`config.mk`:
```
export PLATFORM = sky130hd
export DESIGN_NAME = pcm_slot_port
export DESIGN_NICKNAME = d
export VERILOG_FILES = /design/src/rtl/pcm_port_pkg.sv /design/src/rtl/pcm_edge_sync.sv /design/src/rtl/pcm_tx_serializer.sv /design/src/rtl/pcm_rx_deserializer.sv /design/src/rtl/pcm_slot_port.sv
export SDC_FILE = /design/constraint.sdc
export NUM_CORES = 1
export LEC_CHECK = 0
export BUFFER_PORTS_ARGS = -buffer_cell sky130_fd_sc_hd__buf_2
export CAP_MARGIN = 15
export CORE_UTILIZATION = 54
export DETAILED_ROUTE_END_ITERATION = 8
export GPL_TIMING_DRIVEN = 0
export PLACE_DENSITY = 0.77
export SYNTH_ARGS = -nofsm -noshare
export SYNTH_HDL_FRONTEND = slang
export SYNTH_SLANG_ARGS = --single-unit
```
`constraint.sdc`:
```
create_clock -name clk -period 1.85 [get_ports clk]
set_input_delay 0.185 -clock clk [delete_from_list [all_inputs] [get_ports clk]]
set_output_delay 0.185 -clock clk [all_outputs]
set_load 0.01 [all_outputs]
```
`src/rtl/pcm_port_pkg.sv`:
```
package pcm_port_pkg;

    localparam int SAMPLE_W    = 8;
    localparam int SYNC_STAGES = 2;

    typedef enum logic {
        LAW_MU = 1'b0,
        LAW_A  = 1'b1
    } law_e;

    typedef struct packed {
        logic level;
        logic rise;
        logic fall;
    } sig_edges_t;

    localparam logic [SAMPLE_W-1:0] NZ_MU = 8'h7F;
    localparam logic [SAMPLE_W-1:0] NZ_A  = 8'h55;

    function automatic logic [SAMPLE_W-1:0] neg_zero(input law_e law);
        return (law == LAW_A) ? NZ_A : NZ_MU;
    endfunction

endpackage

```
`src/rtl/pcm_edge_sync.sv`:
```
module pcm_edge_sync
    import pcm_port_pkg::*;
#(
    parameter int STAGES = SYNC_STAGES
) (
    input  logic       clk,
    input  logic       rst_n,
    input  logic       async_in,
    output sig_edges_t edges
);
    logic [STAGES-1:0] chain_q;
    logic              prev_q;

    generate
        for (genvar s = 0; s < STAGES; s++) begin : g_stage
            if (s == 0) begin : g_first
                always_ff @(posedge clk) begin
                    if (!rst_n) chain_q[0] <= 1'b0;
                    else        chain_q[0] <= async_in;
                end
            end else begin : g_next
                always_ff @(posedge clk) begin
                    if (!rst_n) chain_q[s] <= 1'b0;
                    else        chain_q[s] <= chain_q[s-1];
                end
            end
        end
    endgenerate

    always_ff @(posedge clk) begin
        if (!rst_n) prev_q <= 1'b0;
        else        prev_q <= chain_q[STAGES-1];
    end

    always_comb begin
        edges.level = chain_q[STAGES-1];
        edges.rise  = chain_q[STAGES-1] & ~prev_q;
        edges.fall  = ~chain_q[STAGES-1] & prev_q;
    end
endmodule

```
`src/rtl/pcm_tx_serializer.sv`:
```
module pcm_tx_serializer
    import pcm_port_pkg::*;
#(
    parameter int W = SAMPLE_W
) (
    input  logic         clk,
    input  logic         rst_n,
    input  logic         load_i,
    input  logic         win_i,
    input  logic         bclk_rise_i,
    input  logic [W-1:0] par_i,
    input  logic         mute_i,
    input  law_e         law_i,
    output logic         ser_o,
    output logic         oe_o
);
    localparam int CNT_W = $clog2(W + 1);

    logic [W-1:0]     shreg_q;
    logic [CNT_W-1:0] cnt_q;

    always_ff @(posedge clk) begin
        if (!rst_n) begin
            shreg_q <= '0;
            cnt_q   <= '0;
            oe_o    <= 1'b0;
            ser_o   <= 1'b0;
        end else if (load_i) begin
            shreg_q <= mute_i ? neg_zero(law_i) : par_i;
            cnt_q   <= '0;
            oe_o    <= 1'b0;
        end else if (!win_i) begin
            cnt_q <= '0;
            oe_o  <= 1'b0;
        end else if (bclk_rise_i && (cnt_q < CNT_W'(W))) begin
            ser_o   <= shreg_q[W-1];
            shreg_q <= {shreg_q[W-2:0], 1'b0};
            cnt_q   <= cnt_q + 1'b1;
            oe_o    <= 1'b1;
        end
    end

    p_mute_code_r6: assert property (@(posedge clk) disable iff (!rst_n)
        (load_i && mute_i) |=> (shreg_q == neg_zero($past(law_i))));

    p_bit_bound_r10: assert property (@(posedge clk) disable iff (!rst_n)
        cnt_q <= CNT_W'(W));

    p_oe_in_window_r2: assert property (@(posedge clk) disable iff (!rst_n)
        oe_o |-> $past(win_i));
endmodule

```
`src/rtl/pcm_rx_deserializer.sv`:
```
module pcm_rx_deserializer
    import pcm_port_pkg::*;
#(
    parameter int W = SAMPLE_W
) (
    input  logic         clk,
    input  logic         rst_n,
    input  logic         start_i,
    input  logic         win_i,
    input  logic         bclk_fall_i,
    input  logic         ser_i,
    input  logic         mute_i,
    input  law_e         law_i,
    output logic [W-1:0] par_o,
    output logic         valid_o
);
    localparam int CNT_W = $clog2(W + 1);

    logic [W-1:0]     shreg_q;
    logic [CNT_W-1:0] cnt_q;
    logic [W-1:0]     next_word;

    assign next_word = {shreg_q[W-2:0], ser_i};

    always_ff @(posedge clk) begin
        if (!rst_n) begin
            shreg_q <= '0;
            cnt_q   <= '0;
            par_o   <= '0;
            valid_o <= 1'b0;
        end else begin
            valid_o <= 1'b0;
            if (start_i) begin
                shreg_q <= '0;
                cnt_q   <= '0;
            end else if (!win_i) begin
                cnt_q <= '0;
            end else if (bclk_fall_i && (cnt_q < CNT_W'(W))) begin
                shreg_q <= next_word;
                cnt_q   <= cnt_q + 1'b1;
                if (cnt_q == CNT_W'(W - 1)) begin
                    par_o   <= mute_i ? neg_zero(law_i) : next_word;
                    valid_o <= 1'b1;
                end
            end
        end
    end

    p_valid_single_r5: assert property (@(posedge clk) disable iff (!rst_n)
        valid_o |=> !valid_o);

    p_valid_after_last_r5: assert property (@(posedge clk) disable iff (!rst_n)
        valid_o |-> (cnt_q == CNT_W'(W)));

    p_no_valid_outside_r9: assert property (@(posedge clk) disable iff (!rst_n)
        !win_i |=> !valid_o);
endmodule

```
`src/rtl/pcm_slot_port.sv`:
```
module pcm_slot_port
    import pcm_port_pkg::*;
(
    input  logic       clk,
    input  logic       rst_n,
    input  logic       bit_clk,
    input  logic       strobe,
    input  logic       sdin,
    output logic       sdout,
    output logic       sdout_oe,
    input  logic [7:0] tx_sample,
    output logic [7:0] rx_sample,
    output logic       rx_valid,
    input  logic       tx_mute,
    input  logic       rx_mute,
    input  logic       law_sel
);
    sig_edges_t bclk_e, stb_e, din_e;
    law_e       law;

    assign law = law_e'(law_sel);

    pcm_edge_sync #(.STAGES(SYNC_STAGES)) u_sync_bclk (
        .clk(clk), .rst_n(rst_n), .async_in(bit_clk), .edges(bclk_e));
    pcm_edge_sync #(.STAGES(SYNC_STAGES)) u_sync_stb (
        .clk(clk), .rst_n(rst_n), .async_in(strobe), .edges(stb_e));
    pcm_edge_sync #(.STAGES(SYNC_STAGES)) u_sync_din (
        .clk(clk), .rst_n(rst_n), .async_in(sdin), .edges(din_e));

    pcm_tx_serializer #(.W(SAMPLE_W)) u_tx (
        .clk        (clk),
        .rst_n      (rst_n),
        .load_i     (stb_e.rise),
        .win_i      (stb_e.level),
        .bclk_rise_i(bclk_e.rise),
        .par_i      (tx_sample),
        .mute_i     (tx_mute),
        .law_i      (law),
        .ser_o      (sdout),
        .oe_o       (sdout_oe)
    );

    pcm_rx_deserializer #(.W(SAMPLE_W)) u_rx (
        .clk        (clk),
        .rst_n      (rst_n),
        .start_i    (stb_e.rise),
        .win_i      (stb_e.level),
        .bclk_fall_i(bclk_e.fall),
        .ser_i      (din_e.level),
        .mute_i     (rx_mute),
        .law_i      (law),
        .par_o      (rx_sample),
        .valid_o    (rx_valid)
    );

    p_reset_quiet_r1: assert property (@(posedge clk)
        !rst_n |=> (!sdout_oe && !rx_valid && rx_sample == 8'h00));
endmodule

```
==> impl_summary.md <==
Clock tree
In this run the post-CTS setup repair buffer count came out at 0. The tree is rooted in a sky130_fd_sc_hd__clkbuf_4. For this design, the CTS-stage hold fixing added 0 buffers.

The clock passes through at most 2 buffers. The number of clock buffers added by TritonCTS is 5. Gates resized during post-CTS repair numbered 0. The level count of the clock H-tree is 2. The tree built by TritonCTS fans out to 42 sinks. The insertion delay of the later-clocked pin in the worst-skew pair is 0.34 ns. The clock-pin slew on the worst setup and hold paths is 0.11 ns. TritonCTS built the clock tree.

Routing
The count of routing violations after the opening detailed-route iteration is 97. In the routed design, unresolved DRC markers number 3. The via density per instance is 5.52. The count of TritonRoute iterations in the first routing pass is 6. Once detail routing completed, the nets flagged for antenna violations numbered 0. The final route contains 1308 vias. The total wire length after detailed routing is 3.09 mm. In the final routed layout, each cell accounts on average for 13.0 µm.

Finish
In the final design database the tool counted 223 nets. The synthesis-to-finish area growth is 14.0%. The fraction of layout cells with a size suffix above 1 is 0.228.

For this run, the share of the core covered by cells in the final layout is 0.678. With fillers left out, the area of the finished cells amounts to 0.00193 mm². The number of antenna diodes in the final layout is 0.

Synth
The portion of synthesized area spent on multiplexers is 0.0590. After synthesis, the largest family of logic cells by area is simple AND/OR/NAND/NOR gates. The post-synthesis compound-gate area fraction came to 0.153. The share of the Yosys chip area taken by registers is 0.496.

The adder-cell area share of the yosys netlist is 0.0148. Among all cell types in the netlist, the one instantiated most often is sky130_fd_sc_hd__dfxtp_1. Of the total synthesized cell area, the portion taken by XOR and XNOR cells is 0.0207. The net count after synthesis is 192. The count of different cell masters after synthesis is 32. Summed over all instances, the cell type with the most area after synthesis is sky130_fd_sc_hd__dfxtp_1. The number of warnings reported in the yosys synthesis log is 0.

The synthesized area per cell is 9.74 µm². The post-synthesis simple-gate area fraction is 0.218. Ranked by instance count, the synthesized netlist is headed by 42 x sky130_fd_sc_hd__dfxtp_1, 18 x sky130_fd_sc_hd__nor2_1, 15 x sky130_fd_sc_hd__nand2_1, 12 x sky130_fd_sc_hd__o21ai_0.

By area the synthesized netlist is led by sky130_fd_sc_hd__dfxtp_1 50%, sky130_fd_sc_hd__mux2i_1 5.9%, sky130_fd_sc_hd__nor2_1 4.0%. The synthesized area is 0.00170 mm². Of all flip-flops after synthesis, the portion carrying an async set or reset was 0. The gate count after technology mapping is 174. The synthesized design contains 0 enable-type register cells.

Among all flip-flop cells after synthesis, the most frequent one is sky130_fd_sc_hd__dfxtp_1. Of the post-synthesis cell area, the dominant cell type holds 0.496. In this run, synthesis produced a sequential element count of 42.

Placement
In this run the cell area measured after placement is 0.00185 mm². The final estimated routing congestion in global placement is 0.798. The count of buffers added on input and output ports is 24. The HPWL after detailed placement is 2.35 mm.

Power
Of the total power, combinational logic draws 0.052. The cell-internal power is 1.21 mW. The fraction of power spent switching nets is 0.209. The worst-case IR drop observed on VDD is 0.000547 V. The clock share of power is 0.344.

The power spent charging and discharging nets is 0.320 mW. The power after layout is 1.53 mW. The share of total power dissipated in sequential elements is 0.604. Dividing total power by cell area gives a power density of 792 mW/mm². The leakage power total is 0.758 nW.

Timing
The post-route clock period utilization is 0.844. Counting I/O delays and the setup requirement, the final critical path takes 1.56 ns. At the pin with the least slew margin, the transition time is 0.657 ns. The upper clock frequency limit is 641 MHz.

Clock skew on the completed layout was measured at 0.00871 ns. Setup repair after global routing left no endpoint under its margin. The number of failing hold endpoints at the final stage is 0. The count of pins over their slew limit is 0. Headroom to the max-slew limit came out at 0.557. The final-report setup violation count is 0. The total negative slack for setup checks is 0 ns. The worst hold margin is 0.0497 ns.

GRT
The first global-routing pass estimated 5.20 mm of wire. Entering global routing, the biggest net connects 13 pins. The number of global-route vias before repair is 1214.

For this run the aggregate overflow at the end of global routing stands at 0. In the global route stage, overall resource usage came out at 0.205. The initial antenna violation count came to 0.

Critical path
The maximum cell stage delay along the critical path is 0.43 ns. The terminus of the critical flop-to-flop path is u_rx.shreg_q[1]$_SDFFE_PP0P_. The launching element type of the critical path is a flip-flop. Measured in cells, the most critical reg-to-reg path has a length of 5. The setup check on the worst reg-to-reg path leaves a slack of 0.29 ns.

The startpoint of the most critical register-to-register path is u_sync_bclk.prev_q$_SDFF_PN0_. The endpoint type of the worst setup path is a flip-flop. The most critical setup path has its startpoint at u_sync_bclk.prev_q$_SDFF_PN0_.

Data arrives at the worst endpoint at 1.79 ns. Along the worst path, the maximum fanout reaches 7. The critical path in this run is classified as reg2reg. The critical path goes through nor3b_4 > and2_4 > buf_12 > mux2i_1 > nor2_1. The data required time at the worst endpoint is 2.08 ns. The slowest stage of the critical path belongs to the cell sky130_fd_sc_hd__dfxtp_1.

Floorplan
The placeable core region is 0.00285 mm². The number of primary I/O pins is 27. The die is 58.0 µm tall.

In this run the core area contains 19 standard-cell rows. The die is 58.0 µm wide. The die outline area is 0.00337 mm². The initial utilization of the core area, before any placement, comes to 0.594.

Worst hold path
The endpoint of the worst hold-timing path is u_sync_din.chain_q[0]$_SDFF_PN0_. The kind of path behind the tightest hold check is in2reg. The worst hold path depth is 2.

The worst hold path begins at sdin.

Status
The flow ran to the end, but the final reports show violations. The checks that failed: design-rule violations.

Run
The tool flagged a number of max-cap violations equal to 0.
[cells by family after synthesis]
logic type / Yosys count
flip-flops: 42
buffers and inverters: 11
AO/OA/AOI/OAI: 39
AND/OR/NAND/NOR: 66
multiplexers: 10
XOR/XNOR: 4
adder cells (fa/ha/maj): 2
[area by class of cell]
type	instances	area, µm²
buffer	9	57.6
clock buffer	8	78.8
fill	218	920
inverter	2	7.51
multi-input combinational	121	790
sequential	42	841
tap	31	38.8
timing repair buffer	24	120
[through the flow]
step / cells / worst slack [ns]
floorplan: 174 / 0.479
global placement: 229 / 0.381
detailed placement: 229 / 0.328
CTS: 237 / 0.293
global route: 237 / 0.224
finish: 237 / 0.289
[flip-flops by register name, summed over array words and instances (netlist names), 4 cells and up]
name          count
u_tx.shreg_q      8
u_rx.par_o        8
u_rx.shreg_q      7
u_rx.cnt_q        4
u_tx.cnt_q        4
[how the worst max path moves through the flow]
stage	endpoint	slack [ns]	depth (start not counted)
floorplan	u_rx.shreg_q[1]$_SDFFE_PP0P_	0.48	5
global placement	u_rx.par_o[5]$_SDFFE_PN0P_	0.38	5
detailed placement	u_rx.shreg_q[4]$_SDFFE_PP0P_	0.33	5
CTS	u_rx.shreg_q[1]$_SDFFE_PP0P_	0.29	5
global route	u_tx.shreg_q[5]$_SDFFE_PN0P_	0.22	4
finish	u_rx.shreg_q[1]$_SDFFE_PP0P_	0.29	5
[worst max-delay path, delay by kind of cell (launching register included)]
family | cells | cell delay [ns]
buffers and inverters | 1 | 0.12
DFF | 1 | 0.43
muxes | 1 | 0.21
and+or+nand+nor | 3 | 0.69
[power groups by stage]
stage                     logic, mW  clock network [mW]  registers [mW]
after global placement       0.0778                   0           0.944
final                        0.0804               0.526           0.925
after detailed placement     0.0803                   0           0.945
after floorplan              0.0524                   0           0.943
after global routing         0.0896               0.579           0.927
after CTS                    0.0806               0.546           0.925
[layout by cell type, fill, tap and decap left out, drive strengths merged]
| master | synthesis | layout |
|---|---|---|
| dfxtp | 42 | 42 |
| buf | 3 | 27 |
| o21ai | 19 | 19 |
| nor2 | 18 | 18 |
| nand2 | 15 | 15 |
| clkbuf | 6 | 14 |
| mux2i | 10 | 10 |
| nand3 | 10 | 10 |
| and2 | 10 | 10 |
| o211ai | 5 | 5 |
| a21boi | 5 | 5 |
| a21oi | 4 | 4 |
| nand2b | 3 | 3 |
| or3 | 3 | 3 |
| nor3b | 2 | 2 |
| and4b | 2 | 2 |
| inv | 2 | 2 |
| nor2b | 2 | 2 |
| xor2 | 2 | 2 |
| xnor2 | 2 | 2 |
| a31oi | 2 | 2 |
| ha | 2 | 2 |
| nand4 | 1 | 1 |
| o31ai | 1 | 1 |
| o21a | 1 | 1 |
| o311ai | 1 | 1 |
| o211a | 1 | 1 |
[per-layer routing]
| layer | track usage | vias to the layer above | wire, µm |
|---|---|---|---|
| met1 | 0.245 | 608 | 1420 |
| met5 | 0 | - | 0 |
| met3 | 0.0692 | 6 | 132 |
| met2 | 0.342 | 27 | 1490 |
| met4 | 0.0782 | 0 | 40 |
| li1 | - | 667 | - |
Power figures use the tool's default switching activity.
